$ cat src/rtl/coder_pkg.sv
package coder_pkg;

  typedef enum logic [1:0] {
    MODE_QUAD     = 2'b00,
    MODE_QUAD_ALT = 2'b01,
    MODE_SOLO     = 2'b10,
    MODE_PAIR     = 2'b11
  } coderMode_t;

  typedef struct packed {
    logic shift;
    logic clear;
  } stepStrobe_t;

endpackage

$ cat src/rtl/coder_ctrl.sv
module coder_ctrl
  import coder_pkg::*;
#(
  parameter int WIDTH     = 24,
  parameter int LANES     = 4,
  parameter int ADDR_W    = 4,
  parameter int OUTEN_LSB = 20
) (
  input  logic                         clk,
  input  logic                         rstN,
  input  logic                         cfgWe,
  input  logic [ADDR_W-1:0]            cfgAddr,
  input  logic [WIDTH-1:0]             cfgWdata,
  input  logic                         inValid,
  input  logic                         syncClear,
  output stepStrobe_t                  strobe,
  output coderMode_t                   mode,
  output logic [LANES-1:0]             inEn,
  output logic [LANES-1:0]             outEn,
  output logic [LANES-1:0][WIDTH-1:0]  fbPoly,
  output logic [LANES-1:0][WIDTH-1:0]  ffPoly,
  output logic                         busy
);

  localparam int ADDR_MODE = 0;
  localparam int ADDR_EN   = 1;
  localparam int FB_BASE   = 2;
  localparam int FF_BASE   = FB_BASE + LANES;

  logic busyQ;
  coderMode_t modeQ;
  logic [LANES-1:0] inEnQ, outEnQ;

  always_comb begin
    strobe.clear = syncClear;
    strobe.shift = inValid && !syncClear;
  end

  always_ff @(posedge clk or negedge rstN) begin
    if (!rstN) begin
      busyQ  <= 1'b0;
      modeQ  <= MODE_QUAD;
      inEnQ  <= '0;
      outEnQ <= '0;
    end else begin
      if (syncClear)    busyQ <= 1'b0;
      else if (inValid) busyQ <= 1'b1;
      if (cfgWe && cfgAddr == ADDR_W'(ADDR_MODE) && !busyQ)
        modeQ <= coderMode_t'(cfgWdata[1:0]);
      if (cfgWe && cfgAddr == ADDR_W'(ADDR_EN)) begin
        inEnQ  <= cfgWdata[LANES-1:0];
        outEnQ <= cfgWdata[OUTEN_LSB +: LANES];
      end
    end
  end

  for (genvar g = 0; g < LANES; g++) begin : g_poly
    always_ff @(posedge clk or negedge rstN) begin
      if (!rstN) begin
        fbPoly[g] <= '0;
        ffPoly[g] <= '0;
      end else begin
        if (cfgWe && cfgAddr == ADDR_W'(FB_BASE + g)) fbPoly[g] <= cfgWdata;
        if (cfgWe && cfgAddr == ADDR_W'(FF_BASE + g)) ffPoly[g] <= cfgWdata;
      end
    end
  end

  assign busy  = busyQ;
  assign mode  = modeQ;
  assign inEn  = inEnQ;
  assign outEn = outEnQ;

endmodule

$ cat src/rtl/coder_datapath.sv
module coder_datapath
  import coder_pkg::*;
#(
  parameter int WIDTH = 24,
  parameter int LANES = 4
) (
  input  logic                         clk,
  input  logic                         rstN,
  input  stepStrobe_t                  strobe,
  input  logic                         inBit,
  input  coderMode_t                   mode,
  input  logic [LANES-1:0]             inEn,
  input  logic [LANES-1:0]             outEn,
  input  logic [LANES-1:0][WIDTH-1:0]  fbPoly,
  input  logic [LANES-1:0][WIDTH-1:0]  ffPoly,
  output logic                         outBit,
  output logic                         outValid
);

  localparam int MSB = WIDTH - 1;

  logic [LANES-1:0][WIDTH-1:0] laneState;
  logic [LANES-1:0][WIDTH-1:0] nextState;
  logic [LANES-1:0] laneFb, laneCarry, laneParity, activeMask, laneTap;
  logic pairMode, joinedFb, codedBit;

  assign pairMode = (mode == MODE_PAIR);
  assign joinedFb = laneState[1][MSB] ^ (inBit & inEn[0]);

  always_comb begin
    case (mode)
      MODE_SOLO: activeMask = LANES'(1);
      MODE_PAIR: activeMask = LANES'(3);
      default:   activeMask = '1;
    endcase
  end

  for (genvar g = 0; g < LANES; g++) begin : g_lane
    logic ownFb, feedIn;
    assign ownFb = laneState[g][MSB] ^ (inBit & inEn[g]);
    if (g < 2) begin : g_joinable
      assign laneFb[g] = pairMode ? joinedFb : ownFb;
    end else begin : g_alone
      assign laneFb[g] = ownFb;
    end
    if (g == 1) begin : g_chain
      assign laneCarry[g] = pairMode & laneState[0][MSB];
      assign feedIn       = !pairMode;
    end else begin : g_nochain
      assign laneCarry[g] = 1'b0;
      assign feedIn       = 1'b1;
    end
    assign nextState[g] = {laneState[g][MSB-1:0], laneCarry[g]}
                        ^ (laneFb[g] ? fbPoly[g] : '0);
    assign laneParity[g] = (^(laneState[g] & ffPoly[g]))
                         ^ (inBit & ffPoly[g][0] & feedIn);
  end

  always_comb begin
    for (int i = 0; i < LANES; i++) begin
      if (pairMode)
        laneTap[i] = (i == 0) ? (outEn[0] & (laneParity[0] ^ laneParity[1])) : 1'b0;
      else
        laneTap[i] = outEn[i] & activeMask[i] & laneParity[i];
    end
    codedBit = ^laneTap;
  end

  always_ff @(posedge clk or negedge rstN) begin
    if (!rstN) begin
      laneState <= '0;
      outBit    <= 1'b0;
      outValid  <= 1'b0;
    end else if (strobe.clear) begin
      laneState <= '0;
      outBit    <= 1'b0;
      outValid  <= 1'b0;
    end else begin
      outValid <= strobe.shift;
      if (strobe.shift) begin
        outBit <= codedBit;
        for (int i = 0; i < LANES; i++)
          if (activeMask[i]) laneState[i] <= nextState[i];
      end
    end
  end

endmodule

$ cat src/rtl/multi_lfsr_coder.sv
module multi_lfsr_coder
  import coder_pkg::*;
#(
  parameter int WIDTH     = 24,
  parameter int LANES     = 4,
  parameter int ADDR_W    = 4,
  parameter int OUTEN_LSB = 20
) (
  input  logic              clk,
  input  logic              rstN,
  input  logic              cfgWe,
  input  logic [ADDR_W-1:0] cfgAddr,
  input  logic [WIDTH-1:0]  cfgWdata,
  input  logic              inValid,
  input  logic              inBit,
  input  logic              syncClear,
  output logic              outBit,
  output logic              outValid,
  output logic              busy
);

  stepStrobe_t strobe;
  coderMode_t cfgMode;
  logic [LANES-1:0] inEn, outEn;
  logic [LANES-1:0][WIDTH-1:0] fbPoly, ffPoly;

  coder_ctrl #(.WIDTH(WIDTH), .LANES(LANES), .ADDR_W(ADDR_W), .OUTEN_LSB(OUTEN_LSB)) ctrl_i (
    .clk(clk), .rstN(rstN), .cfgWe(cfgWe), .cfgAddr(cfgAddr), .cfgWdata(cfgWdata),
    .inValid(inValid), .syncClear(syncClear), .strobe(strobe), .mode(cfgMode),
    .inEn(inEn), .outEn(outEn), .fbPoly(fbPoly), .ffPoly(ffPoly), .busy(busy)
  );

  coder_datapath #(.WIDTH(WIDTH), .LANES(LANES)) dp_i (
    .clk(clk), .rstN(rstN), .strobe(strobe), .inBit(inBit), .mode(cfgMode),
    .inEn(inEn), .outEn(outEn), .fbPoly(fbPoly), .ffPoly(ffPoly),
    .outBit(outBit), .outValid(outValid)
  );

endmodule

$ cat config.mk
export PLATFORM = sky130hd
export DESIGN_NAME = multi_lfsr_coder
export DESIGN_NICKNAME = d
export VERILOG_FILES = /design/src/rtl/coder_pkg.sv /design/src/rtl/coder_ctrl.sv /design/src/rtl/coder_datapath.sv /design/src/rtl/multi_lfsr_coder.sv
export SDC_FILE = /design/constraint.sdc
export NUM_CORES = 1
export LEC_CHECK = 0
export ABC_AREA = 1
export ABC_CLOCK_PERIOD_IN_PS = 3600
export BUFFER_PORTS_ARGS = -buffer_cell sky130_fd_sc_hd__buf_2
export CAP_MARGIN = 25
export CORE_ASPECT_RATIO = 0.5
export CORE_UTILIZATION = 60
export CTS_CLUSTER_DIAMETER = 100
export DETAILED_ROUTE_END_ITERATION = 6
export MAX_ROUTING_LAYER = met4
export PLACE_DENSITY = 0.85
export SETUP_SLACK_MARGIN = 0.4
export SYNTH_ARGS = -nofsm -noshare
export SYNTH_HDL_FRONTEND = slang
export SYNTH_SLANG_ARGS = --single-unit
$ cat constraint.sdc
create_clock -name clk -period 3.6 [get_ports clk]
set_input_delay 0 -clock clk [delete_from_list [all_inputs] [get_ports clk]]
set_output_delay 0 -clock clk [all_outputs]
set_load 0.005 [all_outputs]
---- After elaboration in Yosys (flattened, before gate mapping) ----
Cells that the tools add are included.
storage, ports and cells
  register bits ........................... 301
  input bits .............................. 34
operators by class
  equal/unequal tests ..................... 11
  mux-type cells .......................... 22
  bitwise logic cells ..................... 37
  reductions and logical operators ........ 31
operator list
  kind                  count
  $mux W24              8
  $mux W96              2
  $and A24 B24 Y24      4
  $reduce_xor A24 Y1    4
  $xor A24 B24 Y24      4
  $and A1 B1 Y1         19
  $eq A4 B3 Y1 const B  4
  $logic_and A1 B1 Y1   12
  $reduce_bool A2 Y1    6
  $mux W1               11
  $xor A1 B1 Y1         10
  $eq A4 B2 Y1 const B  2
  $eq A4 B4 Y1 const B  2
  $pmux W4 S2           1
  $reduce_and A2 Y1     4
  $eq A2 B2 Y1 const B  2
  $eq A4 B1 Y1 const B  1
  $logic_not A4 Y1      1
  $reduce_xor A4 Y1     1
  $logic_not A1 Y1      3

---- Logic depth before layout (Yosys ltp) ----
  depth in word-level cells ............... 10
  mapped depth ............................ 21

---- By module ----
From an unflattened synthesis, not the netlist that was laid out.
second synthesis, totals
  cells, all modules ...................... 2214
  area total of the unflattened synthesis .. 16195.5 um^2
by module, submodules not included
  module          times used  cells an instance  area an instance (um^2)  sequential area each (um^2)
  coder_ctrl      1           967                8365.5                   5079.9
  coder_datapath  1           1247               7830.0                   2452.4

---- Worst setup path after synthesis ----
OpenSTA, ideal clock, no wires.
  path type ............................... register to register
  start ................................... register dp_i.laneState[36] in the netlist's numbering
  end ..................................... register dp_i.outBit
  setup time .............................. 0.117 ns
  data arrival time ....................... 1.592 ns
  required time ........................... 3.483 ns
  slack ................................... 1.891 ns
  cell stages (with the launch flop) ...... 18
  period minus slack after synthesis ...... 1.709 ns
  cells stage by stage .................... dfrtp_1 > nand2_1 > xor2_1 > nand2_1 > nand2_1 > nand2_1 > nand3_1 > nand2_1 > nand2_2 > nand2_2 > nor2_2 > nand2_2 > nand3_2 > nand2_1 > nand2_1 > nand2_1 > nand3_1 > nand2_1
on the way
  word-level cells in the longest chain between the ends .. 9
RTL lines
  what                              line                  RTL
  start: declaration                coder_datapath.sv:22  logic [LANES-1:0][WIDTH-1:0] laneState;
  start signal: indexed assignment  coder_datapath.sv:83  if (activeMask[i]) laneState[i] <= nextState[i];
  $and A24 B24 Y24 *                coder_datapath.sv:55  assign laneParity[g] = (^(laneState[g] & ffPoly[g]))
  $reduce_xor A24 Y1 *              coder_datapath.sv:55
  $xor A1 B1 Y1 *                   coder_datapath.sv:56  ^ (inBit & ffPoly[g][0] & feedIn);
  $xor A1 B1 Y1                     coder_datapath.sv:62  laneTap[i] = (i == 0) ? (outEn[0] & (laneParity[0] ^ laneParity[1])) : 1'b0;
  $and A1 B1 Y1                     coder_datapath.sv:62
  $mux W1                           coder_datapath.sv:61  if (pairMode)
  $reduce_xor A4 Y1 *               coder_datapath.sv:66  codedBit = ^laneTap;
  $mux W1 *                         coder_datapath.sv:80  if (strobe.shift) begin
  $mux W1 *                         coder_datapath.sv:74  end else if (strobe.clear) begin
  end signal: assignment            coder_datapath.sv:81  outBit <= codedBit;
  end: declaration                  coder_datapath.sv:16  output logic outBit,
Mark *: on every way between the ends. The rest lies on a longest branch, timed or not. The select of a mux whose other input is x is not followed.
A chain may end at the register's enable or synchronous reset.

---- Worst setup path in the final report ----
  start ................................... input cfgWe
  end ..................................... register ctrl_i.modeQ[0], in the netlist ctrl_i.mode[0]
on the way
  word-level cells in the longest chain between the ends .. 2
RTL lines
  what                              line                    RTL
  start: declaration                multi_lfsr_coder.sv:11  input logic cfgWe,
  $logic_and A1 B1 Y1 (2 in a row)  coder_ctrl.sv:48        if (cfgWe && cfgAddr == ADDR_W'(ADDR_MODE) && !busyQ)
  end signal: assignment            coder_ctrl.sv:49        modeQ <= coderMode_t'(cfgWdata[1:0]);
  end: declaration                  coder_ctrl.sv:31        coderMode_t modeQ;
No other way between the ends.

==> impl_metrics.tcl <==
set metrics [dict create \
    dp_cells 2234 \
    start_util_pct 61.8 \
    worst_slew_pin_slew_ns 0.874 \
    grt_max_degree 99 \
    synth_seq_cells 301 \
    syn-cell-area_um2 15000 \
    p_total_uw 9210 \
    post_layout_nonfiller_instances 2309 \
    setup_viol 0 \
    vias_per_cell 5.70 \
    yosysSeqAreaShare_pct 50.2 \
    arrival_ns 2.71 \
    die_area_um2 25700 \
    drv_cap 0 \
    post-route-period-util_pct 64.0 \
    final_cell_mix "nand2_1, dfrtp_1, o21ai_0, inv_1, nand3_1" \
    final.setup.tns_ns 0 \
    ant_nets 0 \
    synth_xor_area_share_pct 5.47 \
    max_freq_mhz 434 \
    cpPeakStageDelay_ns 0.66 \
    relSlewSlack_pct 41.6 \
    rsz0062_at_grt "false" \
    grt_pass1_vias 12400 \
    drive_above_1_share_pct 7.96 \
    wl_per_cell_um 17.0 \
    grt_pass1_wl_um 63600 \
    clock_latency_ns 0.57 \
    critical_path.slowest_cell "dlygate4sd3_1" \
    crit_fanout 4 \
    setup_slack_ns 1.30 \
    synth.distinct_cells 26 \
    cpMostUsedCell "dlygate4sd3_1" \
    pin_count 37 \
    rows 40 \
    portBuffers 36 \
    route.detailed.drc 0 \
    run_status "completed" \
    grt_busiest_layer "met2" \
    clockBufferDepth 3 \
    hold_path_class "input port to register" \
    met3_usage_pct 6.52 \
    diodes 0 \
    required_ns 4.01 \
    cp-end-kind "register" \
    path_cells "dlygate4sd3_1 > buf_2 > inv_1 > nor3_1 > dlygate4sd3_1 > nand3_1 > dlygate4sd3_1 > nand2_1 > o21ai_0" \
    clockRootBuffer "clkbuf_16" \
    clkSinkCount 301 \
    antenna_found_initial 1 \
    worstSetupPathType "input port to register" \
    fin_nets 1987 \
    leakagePower_uw 0.00803 \
    place.gp.congestion 0.871 \
    drt-pass1-iter-count 6 \
    cts_buffers 27 \
    fin_skew_ns 0.0129 \
    htree_levels 1 \
    synthCells 1922 \
    path_clk_slew_ns 0.07 \
    maxSlewViolCount 0 \
    grt-ovfl-total 0 \
    first_iter_violations 1765 \
    grtUsageTotal_pct 32.6 \
    grtUsageMet2_pct 51.1 \
    seq_area_um2 7530 \
    synth_top_family_by_area "simple AND/OR/NAND/NOR gates" \
    muxShareOfSynthArea_pct 0 \
    hpwl_um 24300 \
    area_growth_pct 11.5 \
    use_met1_pct 43.1 \
    post-place-ws_ns 1.50 \
    period_needed_ns 2.30 \
    synth_adder_area_share_pct 0 \
    core_area_um2 24300 \
    nFillCells 1811 \
    dr_total_vias 13200 \
    crit_path_start_kind "input port" \
    finalWirelength_um 39200 \
    yosysWarnings 0 \
    cts_tree "yes" \
    final_common_cell "nand2_1" \
    synth_nets 1956 \
    synth_compound_area_share_pct 12.6 \
    post-route-util_pct 68.9 \
    multi_input_area_um2 6350 \
    syn-mean-instance-area_um2 7.80 \
    die_y_um 114 \
    hold_viol 0 \
    power_density_nw_per_um2 551 \
    die_w_um 226 \
    ir_drop_mv 0.354 \
    yosys.area_share.simple_pct 24.1 \
]
==> path summary, 6_finish.rpt <==
| check | from | to | slack, ns | cells after the start |
|---|---|---|---|---|
| setup / recovery | cfgWe | ctrl_i.mode[0] | 1.30 | 9 |
| hold / removal | cfgWdata[1] | ctrl_i.ffPoly[73] | 0.03 | 3 |
| setup reg to reg | ctrl_i.mode[1] | dp_i.laneState[29] | 1.38 | 8 |
| hold reg to reg | ctrl_i.fbPoly[7] | ctrl_i.fbPoly[7] | 0.48 | 2 |
| max in group asynchronous | rstN | ctrl_i.ffPoly[40] | 2.55 | 3 |
| min in group asynchronous | rstN | ctrl_i.fbPoly[75] | 0.05 | 2 |
==> cells by family (layout without fill, tap and decap cells) <==
| family | Yosys count | count (layout) |
|---|---|---|
| AND/OR/NAND/NOR | 875 | 875 |
| XOR/XNOR | 86 | 86 |
| flip-flops | 301 | 301 |
| AO/OA/AOI/OAI | 359 | 359 |
| buffers and inverters | 301 | 352 |
==> critical path, delay by kind of cell <==
kind | cells | cell delay [ns]
buffers and inverters | 5 | 2.00
AND/OR/NAND/NOR | 3 | 0.62
AO/OA/AOI/OAI | 1 | 0.08
==> routing by layer <==
layer,up-vias,share of wire [%]
li1,6198,-
met1,6240,41
met2,621,46
met3,103,9.7
met4,0,3.6
met5,-,0
==> cells in the mapped netlist, drive strengths merged <==
cell type	n	area share [%]
nand2	655	17
nand4	4	0.17
nand3	112	3.8
dfrtp	301	50
xnor2	32	2.3
nand2b	1	0.042
nor3	60	2.0
xor2	54	3.2
o22ai	61	2.5
nand3b	4	0.20
a21oi	27	0.93
clkinv	4	0.10
nor2	39	1.1
a32o	2	0.13
buf	6	0.22
o21ai	269	9.0
clkbuf	74	1.9
inv	217	5.4
==> report_power, final <==
| group | internal (uW) | leakage (uW) | switching, uW | total (uW) |
|---|---|---|---|---|
| logic | 558 | 0.00364 | 1150 | 1710 |
| registers | 3940 | 0.00391 | 376 | 4320 |
| clock network | 1850 | 0.000479 | 1330 | 3190 |
==> metrics by stage <==
| step | area [um^2] | hold slack, ns |
|---|---|---|
| 6_report | 16700 | 0.0319 |
| 5_1_grt | 16700 | 0.0239 |
| 4_1_cts | 16700 | 0.00199 |
| 3_5_place_dp | 15500 | 0.0722 |
| 3_3_place_gp | 15500 | 0.0789 |
| 2_1_floorplan | 15000 | -0.296 |
==> area by class of cell <==
class                           count  area share, %
Clock buffer                       31           4.25
Sequential cell                   301           45.0
Inverter                          221           4.96
Clock inverter                     18           1.50
Tap cell                          336           2.51
Multi-Input combinational cell   1320           38.0
Timing Repair Buffer               82           3.73
==> registers in the layout, indices dropped and copies added (netlist names) <==
name	flops
ctrl_i.fbPoly	96
ctrl_i.ffPoly	96
dp_i.laneState	96
ctrl_i.inEn	4
ctrl_i.outEn	4
ctrl_i.mode	2
ctrl_i.busy	1
dp_i.outBit	1
dp_i.outValid	1
==> what timing repair did <==
action | CTS | global route
resized for setup | 0 | 0
setup buffers | 0 | 0
hold buffers | 22 | 3
endpoints found under the hold margin | 162 | 2
Note: power is estimated with default switching activity, not from simulation.
